<file path="src/rtl/sigmon_pkg.sv">
package sigmon_pkg;

  localparam int unsigned NDIR  = 3;
  localparam int unsigned DIR_N = 0;
  localparam int unsigned DIR_S = 1;
  localparam int unsigned DIR_E = 2;

  // length of a consecutive run after one more sample, saturating at lim
  function automatic int unsigned run_next(int unsigned cur, logic act, int unsigned lim);
    if (!act) return 0;
    if (cur >= lim) return lim;
    return cur + 1;
  endfunction

  // conflict between the crossing approach and the shared-lock pair
  function automatic logic crosses(logic [NDIR-1:0] go);
    return go[DIR_E] & (go[DIR_N] | go[DIR_S]);
  endfunction

endpackage

</file>
<file path="src/rtl/sigmon_dir_watch.sv">
module sigmon_dir_watch
  import sigmon_pkg::*;
#(
  parameter int unsigned MAX_WAIT = 16,
  parameter int unsigned MAX_HOLD = 12
) (
  input  logic clk,
  input  logic rst,
  input  logic sense,
  input  logic go,
  output logic starve_q,
  output logic hold_q,
  output logic wdraw_q
);

  localparam int unsigned WW = $clog2(MAX_WAIT + 1);
  localparam int unsigned HW = $clog2(MAX_HOLD + 1);

  logic [WW-1:0] wcnt_q;
  logic [HW-1:0] hcnt_q;
  logic          pend_q;

  // named events for the assertions
  logic waiting, served_hold, dropped, wait_hit, hold_hit;
  int unsigned wnext, hnext;

  always_comb begin
    waiting     = sense & ~go;
    served_hold = sense & go;
    dropped     = pend_q & ~sense & ~go;
    wnext       = run_next(int'(wcnt_q), waiting, MAX_WAIT);
    hnext       = run_next(int'(hcnt_q), served_hold, MAX_HOLD + 1);
    wait_hit    = waiting & (wnext >= MAX_WAIT);
    hold_hit    = served_hold & (hnext > MAX_HOLD);
  end

  always_ff @(posedge clk) begin
    if (rst) begin
      wcnt_q   <= '0;
      hcnt_q   <= '0;
      pend_q   <= 1'b0;
      starve_q <= 1'b0;
      hold_q   <= 1'b0;
      wdraw_q  <= 1'b0;
    end else begin
      wcnt_q   <= WW'(wnext);
      hcnt_q   <= (hnext > MAX_HOLD) ? HW'(MAX_HOLD) : HW'(hnext);
      pend_q   <= waiting;
      starve_q <= starve_q | wait_hit;
      hold_q   <= hold_q | hold_hit;
      wdraw_q  <= wdraw_q | dropped;
    end
  end


  starve_at_limit_chk: assert property (@(posedge clk) disable iff (rst)
    (waiting && int'(wcnt_q) == MAX_WAIT - 1) |=> starve_q);


  wait_cnt_bound_chk: assert property (@(posedge clk) disable iff (rst)
    int'(wcnt_q) <= MAX_WAIT);


  withdraw_seen_chk: assert property (@(posedge clk) disable iff (rst)
    (pend_q && !sense && !go) |=> wdraw_q);


  starve_sticky_chk: assert property (@(posedge clk) disable iff (rst)
    starve_q |=> starve_q);

endmodule

</file>
<file path="src/rtl/signal_rule_monitor.sv">
module signal_rule_monitor
  import sigmon_pkg::*;
#(
  parameter int unsigned MAX_WAIT = 16,
  parameter int unsigned MAX_HOLD = 12
) (
  input  logic       clk,
  input  logic       rst,
  input  logic [2:0] sense_i,
  input  logic [2:0] go_i,
  output logic       collision_o,
  output logic [2:0] starve_o,
  output logic [2:0] withdraw_o,
  output logic       fair_viol_o,
  output logic       err_o
);

  logic [NDIR-1:0] starve_raw, hold_raw, wdraw_raw;
  logic            clash, coll_q;

  for (genvar d = 0; d < NDIR; d++) begin : g_dir
    sigmon_dir_watch #(
      .MAX_WAIT(MAX_WAIT),
      .MAX_HOLD(MAX_HOLD)
    ) u_watch (
      .clk     (clk),
      .rst     (rst),
      .sense   (sense_i[d]),
      .go      (go_i[d]),
      .starve_q(starve_raw[d]),
      .hold_q  (hold_raw[d]),
      .wdraw_q (wdraw_raw[d])
    );
  end

  assign clash = crosses(go_i);

  always_ff @(posedge clk) begin
    if (rst) coll_q <= 1'b0;
    else     coll_q <= coll_q | clash;
  end

  assign collision_o = coll_q;
  assign fair_viol_o = |hold_raw;
  assign starve_o    = fair_viol_o ? '0 : starve_raw;
  assign withdraw_o  = wdraw_raw;
  assign err_o       = coll_q | fair_viol_o | (|starve_o) | (|wdraw_raw);


  collision_flag_chk: assert property (@(posedge clk) disable iff (rst)
    (go_i[2] && (go_i[0] || go_i[1])) |=> collision_o);


  pair_no_clash_chk: assert property (@(posedge clk) disable iff (rst)
    (!$past(collision_o) && !go_i[2]) |=> (collision_o == $past(collision_o)));


  collision_sticky_chk: assert property (@(posedge clk) disable iff (rst)
    collision_o |=> collision_o);


  starve_mask_chk: assert property (@(posedge clk) disable iff (rst)
    fair_viol_o |-> (starve_o == 3'b000));


  err_cover_chk: assert property (@(posedge clk) disable iff (rst)
    (collision_o || withdraw_o != 3'b000) |-> err_o);


  reset_clear_chk: assert property (@(posedge clk)
    rst |=> (!collision_o && !fair_viol_o && withdraw_o == 3'b000));

endmodule

</file>
<file path="config.mk">
export PLATFORM = sky130hd
export DESIGN_NAME = signal_rule_monitor
export DESIGN_NICKNAME = d
export VERILOG_FILES = /design/src/rtl/sigmon_pkg.sv /design/src/rtl/sigmon_dir_watch.sv /design/src/rtl/signal_rule_monitor.sv
export SDC_FILE = /design/constraint.sdc
export NUM_CORES = 1
export LEC_CHECK = 0
export ABC_CLOCK_PERIOD_IN_PS = 2000
export BUFFER_PORTS_ARGS = -buffer_cell sky130_fd_sc_hd__buf_2
export CORE_MARGIN = 10
export CORE_UTILIZATION = 57
export DETAILED_ROUTE_END_ITERATION = 16
export PLACE_DENSITY = 0.82
export SYNTH_ARGS = -nofsm -noshare
export SYNTH_HDL_FRONTEND = slang
export SYNTH_SLANG_ARGS = --single-unit
</file>
<file path="constraint.sdc">
create_clock -name clk -period 2 [get_ports clk]
set_input_delay 0.4 -clock clk [delete_from_list [all_inputs] [get_ports clk]]
set_output_delay 0.4 -clock clk [all_outputs]
set_load 0.05 [all_outputs]
</file>
After elaboration in Yosys (flattened, before gate mapping)
Cells that the tools add are included.
{"block": "totals", "ff_bits": 40, "inputBits": 8, "out_inout_bits": 9, "wordCells": 119}
{"block": "classes", "n_addsub": 6, "magnitude_cmp": 12, "muxes": 34, "n_bitwise": 39, "n_reduce_logical": 6}
{"op": "32-bit two-way mux", "count": 12}
{"op": "32-bit by 5-bit greater-or-equal comparator with 1-bit output, second input constant", "count": 3}
{"op": "32-bit by 4-bit greater-than comparator with 1-bit output, second input constant", "count": 3}
{"op": "4-bit two-way mux", "count": 6}
{"op": "1-bit AND", "count": 19}
{"op": "5-bit by 1-bit adder with 6-bit output, second input constant", "count": 3}
{"op": "4-bit by 1-bit adder with 5-bit output, second input constant", "count": 3}
{"op": "5-bit greater-or-equal comparator, second input constant", "count": 3}
{"op": "5-bit two-way mux", "count": 3}
{"op": "1-bit bitwise OR", "count": 14}
{"op": "4-bit greater-or-equal comparator, second input constant", "count": 3}
{"op": "1-bit two-way mux", "count": 12}
{"op": "3-bit OR reduction", "count": 3}
{"op": "1-bit inverter", "count": 6}
{"op": "2-bit OR reduction", "count": 3}
{"op": "3-bit two-way mux", "count": 1}

Logic depth before layout (Yosys ltp)
Gate-level depths: netlist of run 1.
{"block": "logic_depth", "ltp_word": 8, "mapped_depth": 6, "mapped_depth_nobuf": 6}

Hierarchy
Synthesis of run 1 repeated with hierarchy kept, for this count alone.
{"block": "hier_totals", "cells_unflattened": 201, "hier_area_um2": 1831.8}
{"module": "sigmon_dir_watch", "n_inst": 3, "cells_each": 63, "area_each_um2": 583.1, "seq_area_each_um2": 260.2}
{"module": "signal_rule_monitor", "n_inst": 1, "cells_each": 12, "area_each_um2": 82.6, "seq_area_each_um2": 20.0}

Worst setup path before layout of run 1
No wires, ideal clock.
{"block": "synth_path", "path_type": "register to output", "start": "register g_dir[1].u_watch.hold_q", "end": "output starve_o[0]", "arrival_ps": 1520, "required_time_ps": 1600, "setup_slack_ps": 80, "stages_incl_launch_ff": 4, "path_buffers": 0, "cell_sequence": "dfxtp_1 -> nor3_1 -> inv_1 -> nor2_1"}
{"block": "synth_via", "elab_chain_len": 2}
{"item": "from (decl)", "line": "sigmon_dir_watch.sv:12", "text": "output logic hold_q,"}
{"item": "from (signal assigned)", "line": "sigmon_dir_watch.sv:50", "text": "hold_q <= hold_q | hold_hit;"}
{"item": "3-bit OR reduction", "line": "signal_rule_monitor.sv:44", "text": "assign fair_viol_o = |hold_raw;"}
{"item": "via fair_viol_o", "line": "signal_rule_monitor.sv:14", "text": "output logic fair_viol_o,"}
{"item": "3-bit two-way mux", "line": "signal_rule_monitor.sv:45", "text": "assign starve_o = fair_viol_o ? '0 : starve_raw;"}
{"item": "to (decl)", "line": "signal_rule_monitor.sv:12", "text": "output logic [2:0] starve_o,"}
The timed path passes the listed nets, and every way through them passes these cells.

Worst setup path in the final report of run 1
{"block": "layout_path", "start": "register g_dir[1].u_watch.hold_q", "end": "output starve_o[2]"}
{"block": "layout_via", "elab_chain_len": 2}
{"item": "3-bit OR reduction", "line": "signal_rule_monitor.sv:44"}
{"item": "3-bit two-way mux", "line": "signal_rule_monitor.sv:45"}
Every way passes these cells.

==> impl_metrics.py, run 1 <==
metrics = {
    "synth": {
        "synth_warnings": 0,
        "synth_cell_types": 37,
        "async_flop_share_pct": 0,
        "synth_top_cell_by_area": "dfxtp_1",
        "yosysTopAreaCellShare_pct": 42.9,
        "netlist_top_cells_area": "dfxtp_1, ha_1, nor2_1",
        "syn-cell-area_um2": 1870,
        "synth_commonest_cells": "dfxtp_1, nor2_1, inv_1",
        "yosysSeqAreaShare_pct": 42.9,
        "synth_fp_nets": 238,
        "synth_flop_cell": "dfxtp_1",
        "synth-edff-count": 0,
        "ys_ff_latch": 40,
        "synth.most_common_cell": "dfxtp_1",
        "avgSynthCellArea_um2": 8.68,
        "syn-instance-count": 215,
    },
    "clock_tree": {
        "htreeDepth": 2,
        "clkTransAtPathRegs_ns": 0.12,
        "clock-root-buffer": "clkbuf_4",
        "cts_inserted_buffers": 5,
        "cts_max_path_buffers": 2,
        "postCtsSetupBuffers": 0,
        "insertion_delay_ns": 0.34,
        "cts_tree": "built",
        "cts.sinks": 40,
    },
    "grt": {
        "gr-usage-all-layers_pct": 11.6,
        "use_met2_pct": 18.6,
        "grt_util_met3_pct": 4.20,
        "grt-ovfl-total": 0,
        "grt_max_degree": 18,
        "antenna_found_initial": 0,
        "busiest_layer": "met2",
        "grt_first_pass_wirelength_um": 5840,
        "grtUsageMet1_pct": 13.7,
        "grt_pass1_vias": 1398,
    },
    "timing": {
        "setup_viol": 0,
        "fin_skew_ns": 0.0101,
        "relSlewSlack_pct": 75.5,
        "post-route-period-util_pct": 90.9,
        "slew_violations": 0,
        "setup_slack_ns": 0.182,
        "finalHoldViolations": 0,
        "period_minus_slack_ns": 1.82,
        "tightestPinTransition_ns": 0.358,
        "setup_tns_ns": 0,
        "fmax_mhz": 550,
        "rsz0062_at_grt": "no",
    },
    "placed_design": {
        "gp_congestion": 0.839,
        "pre_cts_slack_ns": 0.321,
        "place_hpwl_um": 2540,
        "placed_area_um2": 1980,
        "placement.io_buffers": 16,
    },
    "finish": {
        "stdcell_area_um2": 2030,
        "fin_nets": 257,
        "syn_to_final_growth_pct": 8.71,
        "drive_above_1_share_pct": 12.8,
        "fin_util_pct": 65.4,
        "n_antenna_cell": 0,
    },
    "worst_setup_path": {
        "reg2reg_slack_ns": 0.31,
        "crit_type": "reg2out",
        "end_kind": "output pin",
        "crit_chain": "nor3_2 > inv_1 > nor2_1 > buf_2",
        "arrival_ns": 1.42,
        "cp_max_fo": 4,
        "slowest_delay_ns": 0.35,
        "crit_slowest_cell": "dfxtp_1",
        "critPathLaunchType": "register",
        "cp.required_ns": 1.60,
    },
    "pwr": {
        "p_leak_nw": 0.846,
        "power.density_nw_per_um2": 635,
        "peakVddDrop_v": 0.000476,
    },
    "routing": {
        "drtIter0Drc": 141,
        "wl_um": 3360,
        "ant_nets": 0,
        "wl_per_cell_um": 12.1,
        "drt-pass1-iter-count": 4,
        "via_per_inst": 5.21,
        "drc_errors": 0,
        "vias": 1447,
    },
    "floorplan": {
        "initial_core_util_pct": 60.2,
        "coreArea_um2": 3100,
        "die_h_um": 77.2,
        "pin_count": 17,
        "die-area_um2": 5960,
        "die_w_um": 77.2,
        "rows": 20,
    },
    "status": {
        "status": "complete, no violations",
    },
    "flow_run": {
        "maxCapViolations": 0,
    },
    "hold_path": {
        "hold_class": "in2reg",
    },
}
## report_power, final
part	internal, mW	switching [mW]	leakage (nW)
Sequential	0.808	0.00944	0.324
Clock	0.130	0.248	0.0281
Combinational	0.0306	0.0634	0.494
Total	0.968	0.321	0.846
## stage by stage
stage	cells	total power, mW	hold slack (ns)
2_1_floorplan	215	0.898	0.430
3_3_place_gp	271	0.928	0.443
3_5_place_dp	271	0.929	0.449
4_1_cts	278	1.30	0.360
5_1_grt	278	1.34	0.377
6_report	278	1.29	0.372
## metal layers
metal / part of all wire (%) / vias to the layer above / wire length [um]
met2: 46 / 26 / 1530
met5: 0 / - / 0
met4: 1.7 / 0 / 58
met3: 3.8 / 9 / 127
met1: 49 / 650 / 1640
li1: - / 762 / -
## final cells by class
cell class | instances | area, um^2
Fill cell | 286 | 1070
Multi-Input combinational cell | 145 | 946
Sequential cell | 40 | 801
Inverter | 25 | 93.8
Timing Repair Buffer | 17 | 87.6
Tap cell | 44 | 55.1
Clock buffer | 6 | 41.3
Clock inverter | 1 | 5.00
## timing repair
item | 4_1_cts | 5_1_grt
gates resized for setup | 0 | 1
hold buffers | 0 | 0
endpoints found under the hold margin | 0 | 0
endpoints found under the setup margin | 0 | 3
## placed cells by master (no fill, tap or decap), types with 5 or more instances in the layout
master / synthesis / final
a21oi_1: 6 / 6
nor2_1: 34 / 34
o22ai_1: 5 / 5
nand2_1: 9 / 9
nor3_1: 9 / 8
clkbuf_4: 0 / 5
ha_1: 15 / 15
buf_2: 1 / 16
nand2b_1: 8 / 8
xor2_1: 5 / 5
dfxtp_1: 40 / 40
inv_1: 25 / 25
a31oi_1: 5 / 5
nand3_1: 10 / 10
## path summary, 6_finish.rpt
check / endpoint / from / cells after the start
setup / recovery: starve_o[2] / g_dir[1].u_watch.hold_q / 4
hold / removal: g_dir[0].u_watch.hcnt_q[3] / sense_i[0] / 3
setup reg to reg: g_dir[1].u_watch.hold_q / g_dir[1].u_watch.hcnt_q[1] / 6
hold reg to reg: g_dir[0].u_watch.wcnt_q[0] / g_dir[0].u_watch.wcnt_q[0] / 1
## critical path, delay by kind of cell, from the launching register on
kind                   cells  cell delay [ns]
buffers and inverters      2             0.38
DFF                        1             0.35
and+or+nand+nor            2             0.34
## state kept, by name, indices dropped and copies added, names as in the netlist
name and flops:
g_dir.u_watch.hcnt_q 12, collision_o 1, g_dir.u_watch.wdraw_q 3, g_dir.u_watch.pend_q 3, g_dir.u_watch.hold_q 3, g_dir.u_watch.starve_q 3, g_dir.u_watch.wcnt_q 15
## kinds of logic (layout without fill, tap and decap cells)
family | after synthesis | after routing | synth area share, %
AOI/OAI and AO/OA | 35 | 35 | 13.1
xor gates and xnor gates | 8 | 8 | 3.75
adders and majority gates | 15 | 15 | 10.1
buffers and inverters | 30 | 49 | 6.70
DFF | 40 | 40 | 42.9
and+or+nand+nor | 87 | 87 | 23.5
No activity file was read; power rests on OpenSTA's default activity.
==> run 2: changes to the inputs <==
--- a/config.mk
+++ b/config.mk
@@ -7,10 +7,12 @@
 export LEC_CHECK = 0
 export ABC_CLOCK_PERIOD_IN_PS = 2000
 export BUFFER_PORTS_ARGS = -buffer_cell sky130_fd_sc_hd__buf_2
-export CORE_MARGIN = 10
-export CORE_UTILIZATION = 57
+export CELL_PAD_IN_SITES_DETAIL_PLACEMENT = 0
+export CELL_PAD_IN_SITES_GLOBAL_PLACEMENT = 1
+export CORE_MARGIN = 1.5
+export CORE_UTILIZATION = 44
 export DETAILED_ROUTE_END_ITERATION = 16
-export PLACE_DENSITY = 0.82
+export PLACE_DENSITY = 0.83
 export SYNTH_ARGS = -nofsm -noshare
 export SYNTH_HDL_FRONTEND = slang
 export SYNTH_SLANG_ARGS = --single-unit
==> impl_metrics.py, run 2 (synthesized netlist as in run 1, its figures left out) <==
metrics = {
    "status": {
        "status": "complete, no violations",
    },
    "clock_tree": {
        "postCtsSetupBuffers": 0,
        "cts_resized": 0,
        "clkTransAtPathRegs_ns": 0.08,
        "clock-root-buffer": "clkbuf_8",
        "cts.sinks": 40,
        "cts_tree": "built",
        "insertion_delay_ns": 0.29,
        "ctsHoldBuffers": 0,
        "cts_inserted_buffers": 5,
        "cts_max_path_buffers": 2,
        "htreeDepth": 2,
    },
    "timing": {
        "slew_violations": 0,
        "tightestPinTransition_ns": 0.401,
        "fin_skew_ns": 0.00857,
        "relSlewSlack_pct": 72.9,
        "finalHoldViolations": 0,
        "post-route-period-util_pct": 93.1,
        "fmax_mhz": 537,
        "setup_tns_ns": 0,
        "rsz0062_at_grt": "no",
        "period_minus_slack_ns": 1.86,
        "setup_viol": 0,
    },
    "worst_setup_path": {
        "critPathLaunchType": "register",
        "cp.required_ns": 1.60,
        "cp_max_fo": 4,
        "reg2reg_slack_ns": 0.19,
        "end_kind": "output pin",
        "arrival_ns": 1.46,
        "crit_type": "reg2out",
    },
    "floorplan": {
        "die-area_um2": 4640,
        "rows": 23,
        "initial_core_util_pct": 46.3,
        "die_w_um": 68.1,
        "coreArea_um2": 4030,
        "pin_count": 17,
        "die_h_um": 68.1,
    },
    "placed_design": {
        "gp_congestion": 0.839,
        "placement.io_buffers": 16,
        "place_hpwl_um": 2420,
        "dp_cells": 277,
    },
    "grt": {
        "grt_util_met3_pct": 5.43,
        "grt_max_degree": 17,
        "busiest_layer": "met2",
        "use_met2_pct": 22.8,
        "grt-ovfl-total": 0,
        "grt_pass1_vias": 1203,
        "grtUsageMet1_pct": 21.4,
        "antenna_found_initial": 0,
        "grt_first_pass_wirelength_um": 5430,
        "gr-usage-all-layers_pct": 15.9,
    },
    "finish": {
        "n_antenna_cell": 0,
        "syn_to_final_growth_pct": 12.1,
        "final_cells": 285,
        "fin_nets": 257,
        "fillerInstances": 397,
        "largest_register_ffs": 15,
        "drive_above_1_share_pct": 12.8,
        "biggestRegsByFlops": "g_dir.u_watch.wcnt_q (15), g_dir.u_watch.hcnt_q (12)",
        "final_cell_mix": "dfxtp_1, nor2_1, inv_1, buf_2, ha_1",
        "final_common_cell": "dfxtp_1",
        "largest-register": "g_dir.u_watch.wcnt_q",
    },
    "routing": {
        "via_per_inst": 5.14,
        "drt-pass1-iter-count": 4,
        "wl_um": 3370,
        "wl_per_cell_um": 11.8,
        "vias": 1466,
        "drc_errors": 0,
        "drtIter0Drc": 88,
        "ant_nets": 0,
    },
    "pwr": {
        "power.density_nw_per_um2": 746,
        "p_total_mw": 1.56,
        "p_leak_nw": 0.872,
        "peakVddDrop_v": 0.000568,
    },
    "hold_path": {
        "hold_class": "in2reg",
    },
    "flow_run": {
        "maxCapViolations": 0,
    },
}
## run 2: cell types whose count changed in the layout (fill, tap and decap cells not counted), sizes merged
cell / change
bufinv: +1
## run 2: stage by stage
step	util [%]	worst slack [ns]	hold WS (ns)	cell area (um^2)
floorplan	-	0.0803	0.430	1870
global placement	49.3	0.221	0.444	1990
detailed placement	49.3	0.209	0.448	1990
CTS	52.0	0.0946	0.418	2090
global route	52.0	0.0271	0.453	2090
finish	52.0	0.137	0.426	2090
## run 2: path summary, 6_finish.rpt
| kind | startpoint | to | cells after the start |
|---|---|---|---|
| max | g_dir[1].u_watch.hold_q | starve_o[1] | 4 |
| min | sense_i[2] | g_dir[2].u_watch.pend_q | 3 |
| max reg2reg | g_dir[1].u_watch.hcnt_q[0] | g_dir[1].u_watch.hold_q | 6 |
| min reg2reg | g_dir[1].u_watch.pend_q | g_dir[1].u_watch.wdraw_q | 2 |
## run 2: power breakdown
group          internal [mW]  switching [mW]  total, mW
logic                 0.0308          0.0623     0.0932
clock network          0.370           0.280      0.651
registers              0.807          0.0112      0.819
## run 2: metal layers
layer / routed length [um] / share of wire (%)
met1: 1690 / 50
met3: 172 / 5.1
met5: 0 / 0
met4: 57 / 1.7
met2: 1450 / 43
## run 2: area by class of cell
type,count,area [um^2],area share [%]
Clock buffer,6,72.6,3.47
Timing Repair Buffer,17,87.6,4.18
Inverter,25,93.8,4.48
Sequential cell,40,801,38.3
Tap cell,50,62.6,2.99
Clock inverter,2,35.0,1.67
Multi-Input combinational cell,145,941,44.9
## run 2: worst max-delay path, stage by stage, from the launching register on
cell and delay, ns:
dfxtp_1 0.34, nor3_1 0.30, inv_1 0.14, nor2_1 0.12, buf_2 0.27
